## src/rtl/spis_pkg.sv

```systemverilog
// Shared types for the timer-paced SPI target shifter.
package spis_pkg;

    // Edge pair of one synchronized input.
    typedef struct packed {
        logic rise;
        logic fall;
    } spis_edge_t;

    // Edge detection from the current and previous sample.
    function automatic spis_edge_t spis_edges(input logic now, input logic prev);
        spis_edge_t e;
        e.rise = now & ~prev;
        e.fall = ~now & prev;
        return e;
    endfunction

endpackage

```

## src/rtl/spis_sync.sv

```systemverilog
// Two-flop synchronizer for N asynchronous inputs.
// Assumes each input is held stable long enough to be sampled (SCK <= clk/4).
module spis_sync #(
    parameter int          N       = 3,
    parameter logic [N-1:0] RST_VAL = '0
) (
    input  logic         clk,
    input  logic         rst_n,
    input  logic [N-1:0] d,
    output logic [N-1:0] q
);
    logic [N-1:0] meta;

    for (genvar i = 0; i < N; i++) begin : g_bit
        // Two-stage capture of bit i into the clk domain.
        always_ff @(posedge clk) begin
            if (!rst_n) begin
                meta[i] <= RST_VAL[i];
                q[i]    <= RST_VAL[i];
            end else begin
                meta[i] <= d[i];
                q[i]    <= meta[i];
            end
        end
    end
endmodule

```

## src/rtl/spis_timer.sv

```systemverilog
// Word timer: armed by a start event, stopped by a stop event, counts ticks
// (every SCK edge) from 2*W-1 down to 0 and reloads; expire marks the last tick.
module spis_timer #(
    parameter int W = 32
) (
    input  logic clk,
    input  logic rst_n,
    input  logic start,
    input  logic stop,
    input  logic tick,
    output logic run,
    output logic expire
);
    localparam int             CW   = $clog2(2 * W);
    localparam logic [CW-1:0]  LAST = CW'(2 * W - 1);

    logic [CW-1:0] cnt;

    assign expire = run && tick && (cnt == '0);

    // Arming, stopping and edge counting.
    always_ff @(posedge clk) begin
        if (!rst_n) begin
            run <= 1'b0;
            cnt <= LAST;
        end else if (stop) begin
            run <= 1'b0;
        end else if (start) begin
            run <= 1'b1;
            cnt <= LAST;
        end else if (run && tick) begin
            cnt <= (cnt == '0) ? LAST : cnt - 1'b1;
        end
    end
endmodule

```

## src/rtl/spis_tx.sv

```systemverilog
// Transmit buffer and shifter. Loads on start (only when unprimed) or on expiry,
// shifts left on SCK fall while running, MSB drives miso. Flush clears and unprimes.
module spis_tx #(
    parameter int W = 32
) (
    input  logic         clk,
    input  logic         rst_n,
    input  logic         start,
    input  logic         expire,
    input  logic         run,
    input  logic         sck_fall,
    input  logic         wr,
    input  logic [W-1:0] wdata,
    input  logic         flush,
    output logic         miso,
    output logic         empty
);
    logic [W-1:0] buf_q;
    logic [W-1:0] sh;
    logic         primed;
    logic         load;

    assign load = !flush && ((start && !primed) || expire);
    assign miso = sh[W-1];

    // Buffer write from the host.
    always_ff @(posedge clk) begin
        if (!rst_n)  buf_q <= '0;
        else if (wr) buf_q <= wdata;
    end

    // Shifter load, shift and flush.
    always_ff @(posedge clk) begin
        if (!rst_n) begin
            sh     <= '0;
            primed <= 1'b0;
        end else if (flush) begin
            sh     <= '0;
            primed <= 1'b0;
        end else if (load) begin
            sh     <= buf_q;
            primed <= 1'b1;
        end else if (run && sck_fall) begin
            sh <= {sh[W-2:0], 1'b0};
        end
    end

    // Empty flag: a host write takes precedence over a load.
    always_ff @(posedge clk) begin
        if (!rst_n)    empty <= 1'b1;
        else if (wr)   empty <= 1'b0;
        else if (load) empty <= 1'b1;
    end
endmodule

```

## src/rtl/spis_rx.sv

```systemverilog
// Receive shifter and buffer. Samples mosi on SCK rise while running; a store
// copies the shifter to the buffer and clears the shifter. Read clears valid.
module spis_rx #(
    parameter int W = 32
) (
    input  logic         clk,
    input  logic         rst_n,
    input  logic         run,
    input  logic         sck_rise,
    input  logic         mosi,
    input  logic         store,
    input  logic         rd,
    output logic [W-1:0] rdata,
    output logic         valid
);
    logic [W-1:0] sh;

    // Shift-in and store.
    always_ff @(posedge clk) begin
        if (!rst_n) begin
            sh    <= '0;
            rdata <= '0;
        end else if (store) begin
            rdata <= sh;
            sh    <= '0;
        end else if (run && sck_rise) begin
            sh <= {sh[W-2:0], mosi};
        end
    end

    // Valid flag: a store wins over a read.
    always_ff @(posedge clk) begin
        if (!rst_n)     valid <= 1'b0;
        else if (store) valid <= 1'b1;
        else if (rd)    valid <= 1'b0;
    end
endmodule

```

## src/rtl/spi_tgt_shifter.sv

```systemverilog
// SPI target data path, clock mode 0. Synchronizes SCK/select/MOSI into clk,
// derives edges, and paces a transmit and a receive shifter with one word timer.
// Assumes SCK frequency at most clk/4.
module spi_tgt_shifter
    import spis_pkg::*;
#(
    parameter int DATA_W = 32
) (
    input  logic              clk,
    input  logic              rst_n,
    input  logic              spi_sck,
    input  logic              spi_cs_n,
    input  logic              spi_mosi,
    output logic              spi_miso,
    input  logic              tx_write,
    input  logic [DATA_W-1:0] tx_wdata,
    input  logic              tx_flush,
    output logic              tx_empty,
    input  logic              rx_read,
    output logic [DATA_W-1:0] rx_rdata,
    output logic              rx_valid
);
    logic [2:0] pins_s;
    logic       sck_d, cs_d;
    spis_edge_t sck_e, cs_e;
    logic       sck_rise, sck_fall, cs_fall, cs_rise;
    logic       run, expire, rx_store;

    spis_sync #(.N(3), .RST_VAL(3'b010)) u_sync (
        .clk  (clk),
        .rst_n(rst_n),
        .d    ({spi_mosi, spi_cs_n, spi_sck}),
        .q    (pins_s)
    );

    // Previous samples for edge detection.
    always_ff @(posedge clk) begin
        if (!rst_n) begin
            sck_d <= 1'b0;
            cs_d  <= 1'b1;
        end else begin
            sck_d <= pins_s[0];
            cs_d  <= pins_s[1];
        end
    end

    assign sck_e    = spis_edges(pins_s[0], sck_d);
    assign cs_e     = spis_edges(pins_s[1], cs_d);
    assign sck_rise = sck_e.rise;
    assign sck_fall = sck_e.fall;
    assign cs_fall  = cs_e.fall;
    assign cs_rise  = cs_e.rise;
    assign rx_store = expire || (run && cs_rise);

    spis_timer #(.W(DATA_W)) u_timer (
        .clk   (clk),
        .rst_n (rst_n),
        .start (cs_fall),
        .stop  (cs_rise),
        .tick  (sck_rise | sck_fall),
        .run   (run),
        .expire(expire)
    );

    spis_tx #(.W(DATA_W)) u_tx (
        .clk     (clk),
        .rst_n   (rst_n),
        .start   (cs_fall),
        .expire  (expire),
        .run     (run),
        .sck_fall(sck_fall),
        .wr      (tx_write),
        .wdata   (tx_wdata),
        .flush   (tx_flush),
        .miso    (spi_miso),
        .empty   (tx_empty)
    );

    spis_rx #(.W(DATA_W)) u_rx (
        .clk     (clk),
        .rst_n   (rst_n),
        .run     (run),
        .sck_rise(sck_rise),
        .mosi    (pins_s[2]),
        .store   (rx_store),
        .rd      (rx_read),
        .rdata   (rx_rdata),
        .valid   (rx_valid)
    );
endmodule

```

## config.mk

```make
export PLATFORM = sky130hd
export DESIGN_NAME = spi_tgt_shifter
export DESIGN_NICKNAME = d
export VERILOG_FILES = /design/src/rtl/spis_pkg.sv /design/src/rtl/spis_sync.sv /design/src/rtl/spis_timer.sv /design/src/rtl/spis_tx.sv /design/src/rtl/spis_rx.sv /design/src/rtl/spi_tgt_shifter.sv
export SDC_FILE = /design/constraint.sdc
export NUM_CORES = 1
export LEC_CHECK = 0
export BUFFER_PORTS_ARGS = -buffer_cell sky130_fd_sc_hd__buf_2
export CAP_MARGIN = 20
export CORE_MARGIN = 1
export CORE_UTILIZATION = 61
export CTS_BUF_LIST = sky130_fd_sc_hd__clkbuf_8 sky130_fd_sc_hd__clkbuf_16
export CTS_CLUSTER_DIAMETER = 40
export DETAILED_ROUTE_END_ITERATION = 7
export PLACE_DENSITY = 0.84
export SLEW_MARGIN = 40
export SYNTH_ARGS = -nofsm -noshare
export SYNTH_HDL_FRONTEND = slang
export SYNTH_SLANG_ARGS = --single-unit
```

## constraint.sdc

```tcl
create_clock -name clk -period 3.7 [get_ports clk]
set_input_delay 0.925 -clock clk [delete_from_list [all_inputs] [get_ports clk]]
set_output_delay 0.925 -clock clk [all_outputs]
set_load 0.02 [all_outputs]
```

==> flow_summary_export.csv, run 1 <==
group,metric,value,unit
cts,path_clk_slew,60,ps
worst_setup_path,start_kind,"flip-flop",
sta,setup_viol_count_final,0,
worst_setup_path,cp_top_family,"simple AND/OR/NAND/NOR gates",
yosys,ys_top_cells_by_area,"dfxtp_1 (52%), mux2i_1 (11%), nand2_1 (9.4%), a211oi_2 (6.2%), a21oi_1 (6.0%)",
sta,finalHoldViolCount,0,
route,drtIter0Drc,233,
yosys,synth_top_family_by_area,"simple AND/OR/NAND/NOR gates",
worst_setup_path,critPathKind,"reg -> reg",
worst_setup_path,critPathRequiredTime,4120,ps
worst_hold_path,min-delay-start,"u_sync.meta[1]",
grt,overflow,0,
cts,cts-root-buf,"clkbuf_8",
cts,cts-resized-gates,0,
floorplan,io_pins,75,
cts,clkLatencyLatePin,520,ps
yosys,yosys.area_share.xor_xnor,0.310,%
worst_setup_path,critical-path-max-stage-delay,490,ps
finish,fill_cells,619,
yosys,synth_compound_area_share,14.8,%
cts,cts_sinks,146,
route,vias,4465,
yosys,synth-main-ff-cell,"dfxtp_1",
place,dp_hpwl,7230,µm
sta,tightest_slew,650,ps
run_status,outcome,"finished, violations left",
yosys,synth_commonest_cells,"dfxtp_1 (146), nand2_1 (141), a21oi_1 (68)",
yosys,synth_edf_count,0,
yosys,yosysTopAreaCellShare,51.7,%
sta,setup_tns,0,ps
worst_setup_path,cp_slowest_cell,"or2_1",
yosys,yosysWarnings,0,
power,powerDensity,516,nW/µm²
floorplan,die_w,98.3,µm
yosys,syn-cell-area,5650,µm²
yosys,ys_types,37,
worst_setup_path,cpMostUsedCell,"buf_4",
place,post_dp_cell_area,6070,µm²
worst_setup_path,setup.worst_path.start,"u_sync.q[0]",
cts,htree_levels,4,
sta,max_freq,364,MHz
route,ant_nets,0,
yosys,synth_most_common_cell,"dfxtp_1",
finish,diodes,0,
sta,worst_slew_margin_rel,56.7,%
worst_hold_path,worst_hold_path_type,"reg -> reg",
route,drc_errors,3,
cts,numCtsBuffers,17,
route,drt-pass1-iter-count,7,
floorplan,coreArea,8850,µm²
floorplan,start_util,63.9,%
yosys,synth_area_per_cell,9.21,µm²
cts,hold_buffers,0,
worst_setup_path,path_buf_inv,3,
yosys,synth_fa_ha_area_share,0.664,%
grt,grt_antenna_before_repair,0,
place,io_buffers,74,
grt,grt_max_degree,35,
yosys,synth_top_area_cell,"dfxtp_1",
yosys,synth_seq_cells,146,
finish,layout.nets,712,
worst_setup_path,crit_path_max_fanout,33,
yosys,muxShareOfSynthArea,11.2,%
power,p_leak,2.81,nW
finish,layout-drive-gt1-share,22.1,%
worst_setup_path,endpoint_kind,"flip-flop",
yosys,async_reset_ff_share,0,%
floorplan,rows,34,
sta,period_share,74.3,%
grt,grtUsageTotal,26.4,%
worst_setup_path,arrival,3170,ps
finish,multi_input_area,2520,µm²
grt,grt_pass1_wl,20200,µm
place,gp_congestion,0.841,
yosys,postSynthCellCount,614,
floorplan,dieHeight,98.3,µm
route,wl,11900,µm
finish,fin_area,6650,µm²
yosys,synth-simple-area-share,17.2,%
sta,rsz0062_at_grt,"no",
floorplan,dieArea,9660,µm²
cts,clock_path_buffers,2,
route,viasPerCell,5.65,
finish,syn2layout_area_growth,17.6,%
run_status,violations,"DRC",
sta,slew_violations,0,
yosys,synth_nets,657,
yosys,seq_area_frac_synth,51.7,%
flow_run,max_cap_violations,0,
cts,cts_tree,"built",
sta,skew,9.67,ps
route,wire_per_inst,15.0,µm
power,ir_worst_vdd,0.331,mV
grt,grt_pass1_vias,4315,
sta,min_period,2750,ps
worst_setup_path,reg2reg_from,"u_sync.q[0]",
finish,regArea,2920,µm²
cts,cts_setup_buffers,0,
worst_setup_path,path_cells,"inv_1 -> ha_1 -> nor4b_4 -> a31oi_2 -> buf_4 -> or2_1 -> buf_4 -> a211oi_1",
through the flow:
stage                     instances  util, %  power, mW  hold slack, ps  worst slack (ps)
final                           790     75.2       3.43             418               950
after global routing            790     75.2       3.54             459               747
after CTS                       790     75.2       3.45             416               940
after detailed placement        758     68.6       1.81             400              1010
after global placement          757     68.1       1.79             405              1120
after floorplan                 614        -       1.75             386              1670
registers in the layout, summed over array words and instances (netlist names):
name         count
u_sync.q         3
u_tx.buf_q      32
u_rx.valid       1
u_rx.rdata      32
u_sync.meta      3
u_tx.sh         32
u_tx.empty       1
sck_d            1
u_timer.run      1
u_tx.primed      1
u_timer.cnt      6
cs_d             1
u_rx.sh         32
power breakdown:
group | internal, mW | switching, mW | total (mW)
Combinational | 0.0593 | 0.0894 | 0.149
Sequential | 1.60 | 0.0213 | 1.62
Clock | 0.926 | 0.730 | 1.66
Total | 2.59 | 0.840 | 3.43
final timing paths:
kind	endpoint	slack (ps)	cells past startpoint
setup reg to reg	u_tx.sh[2]	950	8
hold reg to reg	u_sync.q[1]	420	1
hold / removal	u_sync.q[1]	420	1
setup / recovery	u_tx.sh[2]	950	8
final cells by class:
cell class	count	area share [%]
clock buffer	17	6.23
clock inverter	15	2.52
inverter	8	0.452
multi-input combinational	413	37.9
sequential	146	44.0
tap	108	2.03
timing repair buffer	83	6.89
layer usage:
| layer | routed length [µm] | track usage (%) | up-vias |
|---|---|---|---|
| met1 | 5100 | 32.1 | 2133 |
| li1 | - | - | 2200 |
| met3 | 547 | 6.51 | 14 |
| met5 | 0 | 0 | - |
| met4 | 166 | 9.53 | 0 |
| met2 | 6040 | 45.6 | 118 |
cell families (layout without fill, tap and decap cells):
logic type               count (synthesis)  count (layout)
adder cells (fa/ha/maj)                  3               3
XOR/XNOR                                 2               2
multiplexers                            63              63
buffers and inverters                   55             123
AND/OR/NAND/NOR                        231             231
AO/OA/AOI/OAI                          114             114
flip-flops                             146             146
cells in the final DEF (no fill, tap or decap), types with 8 or more instances in the layout:
master,n
a21oi_1,68
dfxtp_1,146
nor2_1,38
buf_4,8
a211oi_2,28
mux2i_1,63
nand2_1,139
clkbuf_16,16
nor3_1,31
buf_2,74
worst register-to-register path, cell delays in order (launching register included):
cell and delay [ps]:
dfxtp_1 340, inv_1 60, ha_1 330, nor4b_4 390, a31oi_2 130, buf_4 260
or2_1 500, buf_4 350, a211oi_1 290
No activity file was read; power rests on OpenSTA's default activity.
==> run 2: changes to the inputs <==
CORE_UTILIZATION = 57   (was 61)
PLACE_DENSITY = 0.79   (was 0.84)
clock period = 2.8 ns   (was 3.7 ns; I/O delays follow)
==> run 2 against run 1 <==
Net effect: the flow now finishes without violations; cell count increased by 3.3%; sequential cell count unchanged; non-clock buffer count increased by 5; highest routed layer unchanged.
==> flow_summary_export.csv, run 2 (synthesis gave the netlist of run 1 again) <==
group,metric,value,unit
run_status,outcome,"finished, final reports clean",
route,drt-pass1-iter-count,4,
sta,finalHoldViolCount,0,
worst_setup_path,cp_slowest_cell,"nor4b_4",
route,ant_nets,0,
worst_setup_path,r2r_end,"u_tx.sh[8]",
route,wire_per_inst,14.2,µm
route,drc_errors,0,
route,vias,4398,
finish,layout-drive-gt1-share,22.4,%
route,route.layer.met1.wl,5150,µm
place,dp_cells,784,
place,dp_hpwl,7400,µm
worst_setup_path,setup.worst_path.start,"u_sync.q[0]",
finish,layout.nets,717,
cts,htree_levels,4,
sta,setup_viol_count_final,0,
power,switching_share,24.5,%
cts,hold_buffers,0,
power,p_leak,2.80,nW
sta,tightest_slew,602,ps
route,drtIter0Drc,191,
worst_setup_path,crit_path_max_fanout,33,
floorplan,die_w,102,µm
worst_setup_path,rr_worst_depth,7,
cts,cts_setup_buffers,0,
route,viasPerCell,5.39,
power,p_comb_share,4.4,%
floorplan,start_util,60.0,%
power,internal-power,3.42,mW
sta,rsz0062_at_grt,"no",
sta,setup_ws,670,ps
worst_setup_path,reg2reg_from,"u_sync.q[0]",
place,gp_congestion,0.869,
grt,grt_antenna_before_repair,0,
floorplan,dieHeight,102,µm
worst_hold_path,worst_hold_path_type,"in -> reg",
finish,fin_area,6690,µm²
grt,grt_max_degree,34,
worst_setup_path,critPathRequiredTime,3230,ps
worst_setup_path,critPathKind,"reg -> reg",
finish,final_cell_mix,"dfxtp_1 (146), nand2_1 (140), buf_2 (74), a21oi_1 (68), mux2i_1 (63)",
floorplan,io_pins,75,
sta,skew,11.5,ps
cts,cts_sinks,146,
finish,final_common_cell,"dfxtp_1",
route,wl_met3,423,µm
power,powerDensity,677,nW/µm²
floorplan,coreArea,9420,µm²
route,highest_layer,"met4",
place,pre_cts_ws,699,ps
cts,numCtsBuffers,17,
cts,cts-root-buf,"clkbuf_8",
grt,grt_pass1_wl,19400,µm
grt,grtUsageTotal,23.9,%
power,clockPowerShare,48.3,%
sta,setup_tns,0,ps
worst_setup_path,arrival,2560,ps
finish,diodes,0,
sta,worst_slew_margin_rel,59.8,%
worst_setup_path,crit_end,"u_tx.sh[8]",
worst_setup_path,critical-path-max-stage-delay,400,ps
worst_setup_path,start_kind,"flip-flop",
grt,overflow,0,
power,power_switching,1.11,mW
place,post_dp_cell_area,6110,µm²
floorplan,dieArea,10300,µm²
worst_setup_path,path_cells,"inv_1 -> ha_1 -> nor4b_4 -> a31oi_2 -> or2_1 -> buf_4 -> a211oi_2",
cts,clkLatencyLatePin,520,ps
route,wl,11600,µm
finish,syn2layout_area_growth,18.3,%
grt,grt_pass1_vias,4290,
route,routed-wl-met2,5830,µm
finish,final_cells,816,
worst_setup_path,endpoint_kind,"flip-flop",
finish,postLayoutCoreUtil,71.0,%
worst_hold_path,min-delay-start,"spi_cs_n",
finish,fill_cells,707,
power,seq_power_share,47.4,%
place,io_buffers,74,
sta,max_freq,469,MHz
flow_run,max_cap_violations,0,
power,ir_worst_vdd,0.428,mV
sta,period_share,76.1,%
cts,cts_tree,"built",
power,p_total,4.53,mW
cts,clock_path_buffers,2,
cts,cts-resized-gates,0,
sta,slew_violations,0,
cts,path_clk_slew,70,ps
sta,holdWs,360,ps
worst_setup_path,r2r_slack,670,ps
sta,min_period,2130,ps
floorplan,rows,35,
## run 2: worst min-delay path by stage
stage,to,cells after the start
4_1_cts,u_sync.meta[1],2
6_report,u_sync.meta[1],2
3_5_place_dp,u_sync.q[1],1
2_1_floorplan,u_sync.q[1],1
3_3_place_gp,u_sync.q[1],1
5_1_grt,u_sync.meta[1],2
## run 2: metal layers
metal,global-route usage (%),vias up
met4,8.58,0
met1,28.7,2064
met5,0,-
met3,6.56,15
met2,41.0,106
li1,-,2213
## run 2: cell type report
cell class / instances / area (µm²) / area share, %
multi-input combinational: 413 / 2510 / 37.5
inverter: 8 / 30.0 / 0.449
clock inverter: 15 / 160 / 2.40
tap: 129 / 161 / 2.41
sequential: 146 / 2920 / 43.7
clock buffer: 17 / 414 / 6.20
timing repair buffer: 88 / 488 / 7.30
## run 2: worst max-delay path: cells and delay by family, from the launching register on
kind                     cells  cell delay, ps
AO/OA/AOI/OAI                2             400
adder cells (fa/ha/maj)      1             330
buffers and inverters        2             340
flip-flops                   1             340
AND/OR/NAND/NOR              2             620
## run 2: power groups by stage
stage / Sequential, mW / Combinational [mW] / Clock (mW)
floorplan: 2.18 / 0.137 / 0
global placement: 2.19 / 0.189 / 0
detailed placement: 2.19 / 0.197 / 0
CTS: 2.14 / 0.199 / 2.22
global route: 2.15 / 0.219 / 2.32
finish: 2.14 / 0.198 / 2.19
==> run 3: changes to the inputs <==
ABC_AREA = 1   (was unset)
clock period = 2.2 ns   (was 2.8 ns; I/O delays follow)
==> run 3 against run 2 <==
Net effect: cell count grew 17%; sequential share of layout area is 0.19 points higher; critical endpoint is now u_tx.sh[27]; clock power grew 24%; largest cell class unchanged; highest routed layer unchanged.
==> flow_summary_export.csv, run 3 <==
group,metric,value,unit
run_status,outcome,"finished, final reports clean",
worst_setup_path,start_kind,"flip-flop",
yosys,synth_most_common_cell,"dfxtp_1",
yosys,synth_commonest_cells,"dfxtp_1 (146), nand2_1 (145), nand3_1 (99)",
worst_setup_path,r2r_slack,260,ps
route,drc_errors,0,
yosys,yosysWarnings,0,
sta,setup_viol_count_final,0,
finish,final_cell_mix,"dfxtp_1 (146), nand2_1 (145), nand3_1 (99), a21oi_1 (97)",
grt,grt_pass1_vias,4581,
grt,grt_pass1_wl,19800,µm
sta,finalHoldViolCount,0,
grt,grt_antenna_before_repair,1,
yosys,synth_seq_cells,146,
worst_setup_path,crit_path_max_fanout,63,
worst_setup_path,critPathRequiredTime,2630,ps
cts,clkLatencyLatePin,510,ps
yosys,synth_top_area_cell,"dfxtp_1",
yosys,synth-main-ff-cell,"dfxtp_1",
cts,cts_tree,"built",
sta,max_freq,515,MHz
sta,worst_slew_margin_rel,61.4,%
grt,overflow,0,
yosys,synth_area_per_cell,7.48,µm²
yosys,async_reset_ff_share,0,%
route,viasPerCell,5.23,
cts,cts_sinks,146,
grt,grt_max_degree,64,
cts,htree_levels,4,
worst_setup_path,path_cells,"inv_1 -> ha_1 -> nand2_1 -> nor2_2 -> nand3_2 -> nand2_4 -> nand2_8 -> nand2_1 -> nand2_1 -> a21oi_1",
floorplan,io_pins,75,
yosys,synth_edf_count,0,
floorplan,start_util,58.5,%
power,p_leak,2.95,nW
worst_setup_path,r2r_end,"u_tx.sh[27]",
sta,holdWs,214,ps
worst_hold_path,min-delay-start,"spi_sck",
worst_setup_path,cp_slowest_cell,"dfxtp_1",
worst_setup_path,endpoint_kind,"flip-flop",
flow_run,max_cap_violations,0,
route,ant_nets,0,
floorplan,coreArea,9730,µm²
finish,diodes,0,
route,vias,4997,
worst_setup_path,cp_top_family,"simple AND/OR/NAND/NOR gates",
sta,skew,8.60,ps
cts,clock_path_buffers,2,
place,dp_cells,927,
worst_hold_path,worst_hold_path_type,"in -> reg",
worst_setup_path,critical-path-max-stage-delay,300,ps
floorplan,dieHeight,102,µm
finish,layout-drive-gt1-share,15.7,%
route,drtIter0Drc,180,
yosys,seq_area_frac_synth,51.3,%
worst_setup_path,rr_worst_depth,10,
sta,slew_violations,0,
worst_setup_path,crit_end,"u_tx.sh[27]",
worst_setup_path,reg2reg_from,"u_timer.cnt[0]",
route,wire_per_inst,12.5,µm
sta,min_period,1940,ps
cts,path_clk_slew,60,ps
finish,final_cells,956,
worst_setup_path,setup.worst_path.start,"u_timer.cnt[0]",
route,wl,11900,µm
route,drt-pass1-iter-count,5,
cts,numCtsBuffers,17,
yosys,syn-cell-area,5700,µm²
place,io_buffers,74,
sta,period_share,88.3,%
yosys,ys_top_cells_by_area,"dfxtp_1 (51%), nand2_1 (9.6%), nand3_1 (8.7%), a21oi_1 (8.5%), o21ai_0 (6.2%)",
yosys,yosysTopAreaCellShare,51.3,%
power,ir_worst_vdd,0.524,mV
worst_setup_path,critPathKind,"reg -> reg",
cts,cts-root-buf,"clkbuf_8",
floorplan,rows,36,
place,dp_hpwl,7450,µm
cts,cts_setup_buffers,0,
grt,grtUsageTotal,23.9,%
floorplan,dieArea,10400,µm²
worst_setup_path,arrival,2380,ps
power,powerDensity,862,nW/µm²
yosys,ys_types,24,
sta,rsz0062_at_grt,"no",
finish,layout.nets,856,
floorplan,die_w,102,µm
finish,final_common_cell,"dfxtp_1",
sta,setup_tns,0,ps
worst_setup_path,path_buf_inv,1,
finish,syn2layout_area_growth,16.9,%
yosys,postSynthCellCount,761,
worst_setup_path,crit_cells,10,
place,gp_congestion,0.834,
yosys,synth_nets,804,
sta,tightest_slew,575,ps
worst_setup_path,cpMostUsedCell,"nand2_1",
run 3: cell count changes after synthesis, sizes merged, moves of 10 or more:
cell	change
nand3	+98
o21ai	+70
mux2i	-63
inv	+48
nor2	+38
a211oi	-31
nor3	-31
a21oi	+29
buf	+10
run 3: worst reg2reg max path, stage by stage (launching register included):
cell     delay (ps)
dfxtp_1         300
inv_1           110
ha_1            190
nand2_1          90
nor2_2          170
nand3_2         140
nand2_4         230
nand2_8         270
nand2_1         150
nand2_1          70
a21oi_1         150
run 3: how the worst min path moves through the flow:
stage | end | slack, ps | cells past startpoint
floorplan | u_sync.q[0] | 390 | 2
global placement | u_sync.q[2] | 400 | 2
detailed placement | u_sync.q[2] | 400 | 2
CTS | u_sync.meta[0] | 200 | 3
global route | u_sync.meta[0] | 220 | 3
finish | u_sync.meta[0] | 210 | 3
run 3: routing by layer:
metal	vias up	routed length, µm	GRT usage, %
met5	-	0	0
met4	0	146	9.12
met3	15	563	6.16
met2	120	6000	42.5
met1	2287	5220	27.5
li1	2575	-	-
run 3: cell type report:
type / count / area (µm²)
fillers: 804 / 3070
flip-flops and latches: 146 / 2920
multi-input cells: 503 / 2310
repair buffers: 88 / 475
clock buffers: 20 / 455
inverters: 57 / 214
well taps: 133 / 166
clock inverters: 9 / 110
run 3: cell families (layout without fill, tap and decap cells):
logic type	Yosys count	in the layout	synth area share [%]
buf+inv	112	174	8.24
fa+ha+maj	3	3	0.659
compound gates	174	174	15.5
flops	146	146	51.3
simple gates	326	326	24.3
run 3: per-stage QoR:
stage	instance area [µm²]	setup slack (ps)	util, %	total power, mW
CTS	6650	131	68.3	5.77
global route	6660	32.8	68.4	5.95
detailed placement	6080	204	62.5	3.07
global placement	6080	281	62.5	3.06
floorplan	5700	670	-	2.98
finish	6660	257	68.4	5.74
run 3: what timing repair did:
action	4_1_cts	5_1_grt
hold buffers	0	0
gates resized for setup	0	1
setup endpoints to repair	0	30
run 3: where the power goes:
group / internal, mW / switching (mW) / leakage, nW
Combinational: 0.0928 / 0.192 / 1.50
Sequential: 2.71 / 0.0215 / 1.19
Clock: 1.68 / 1.04 / 0.264
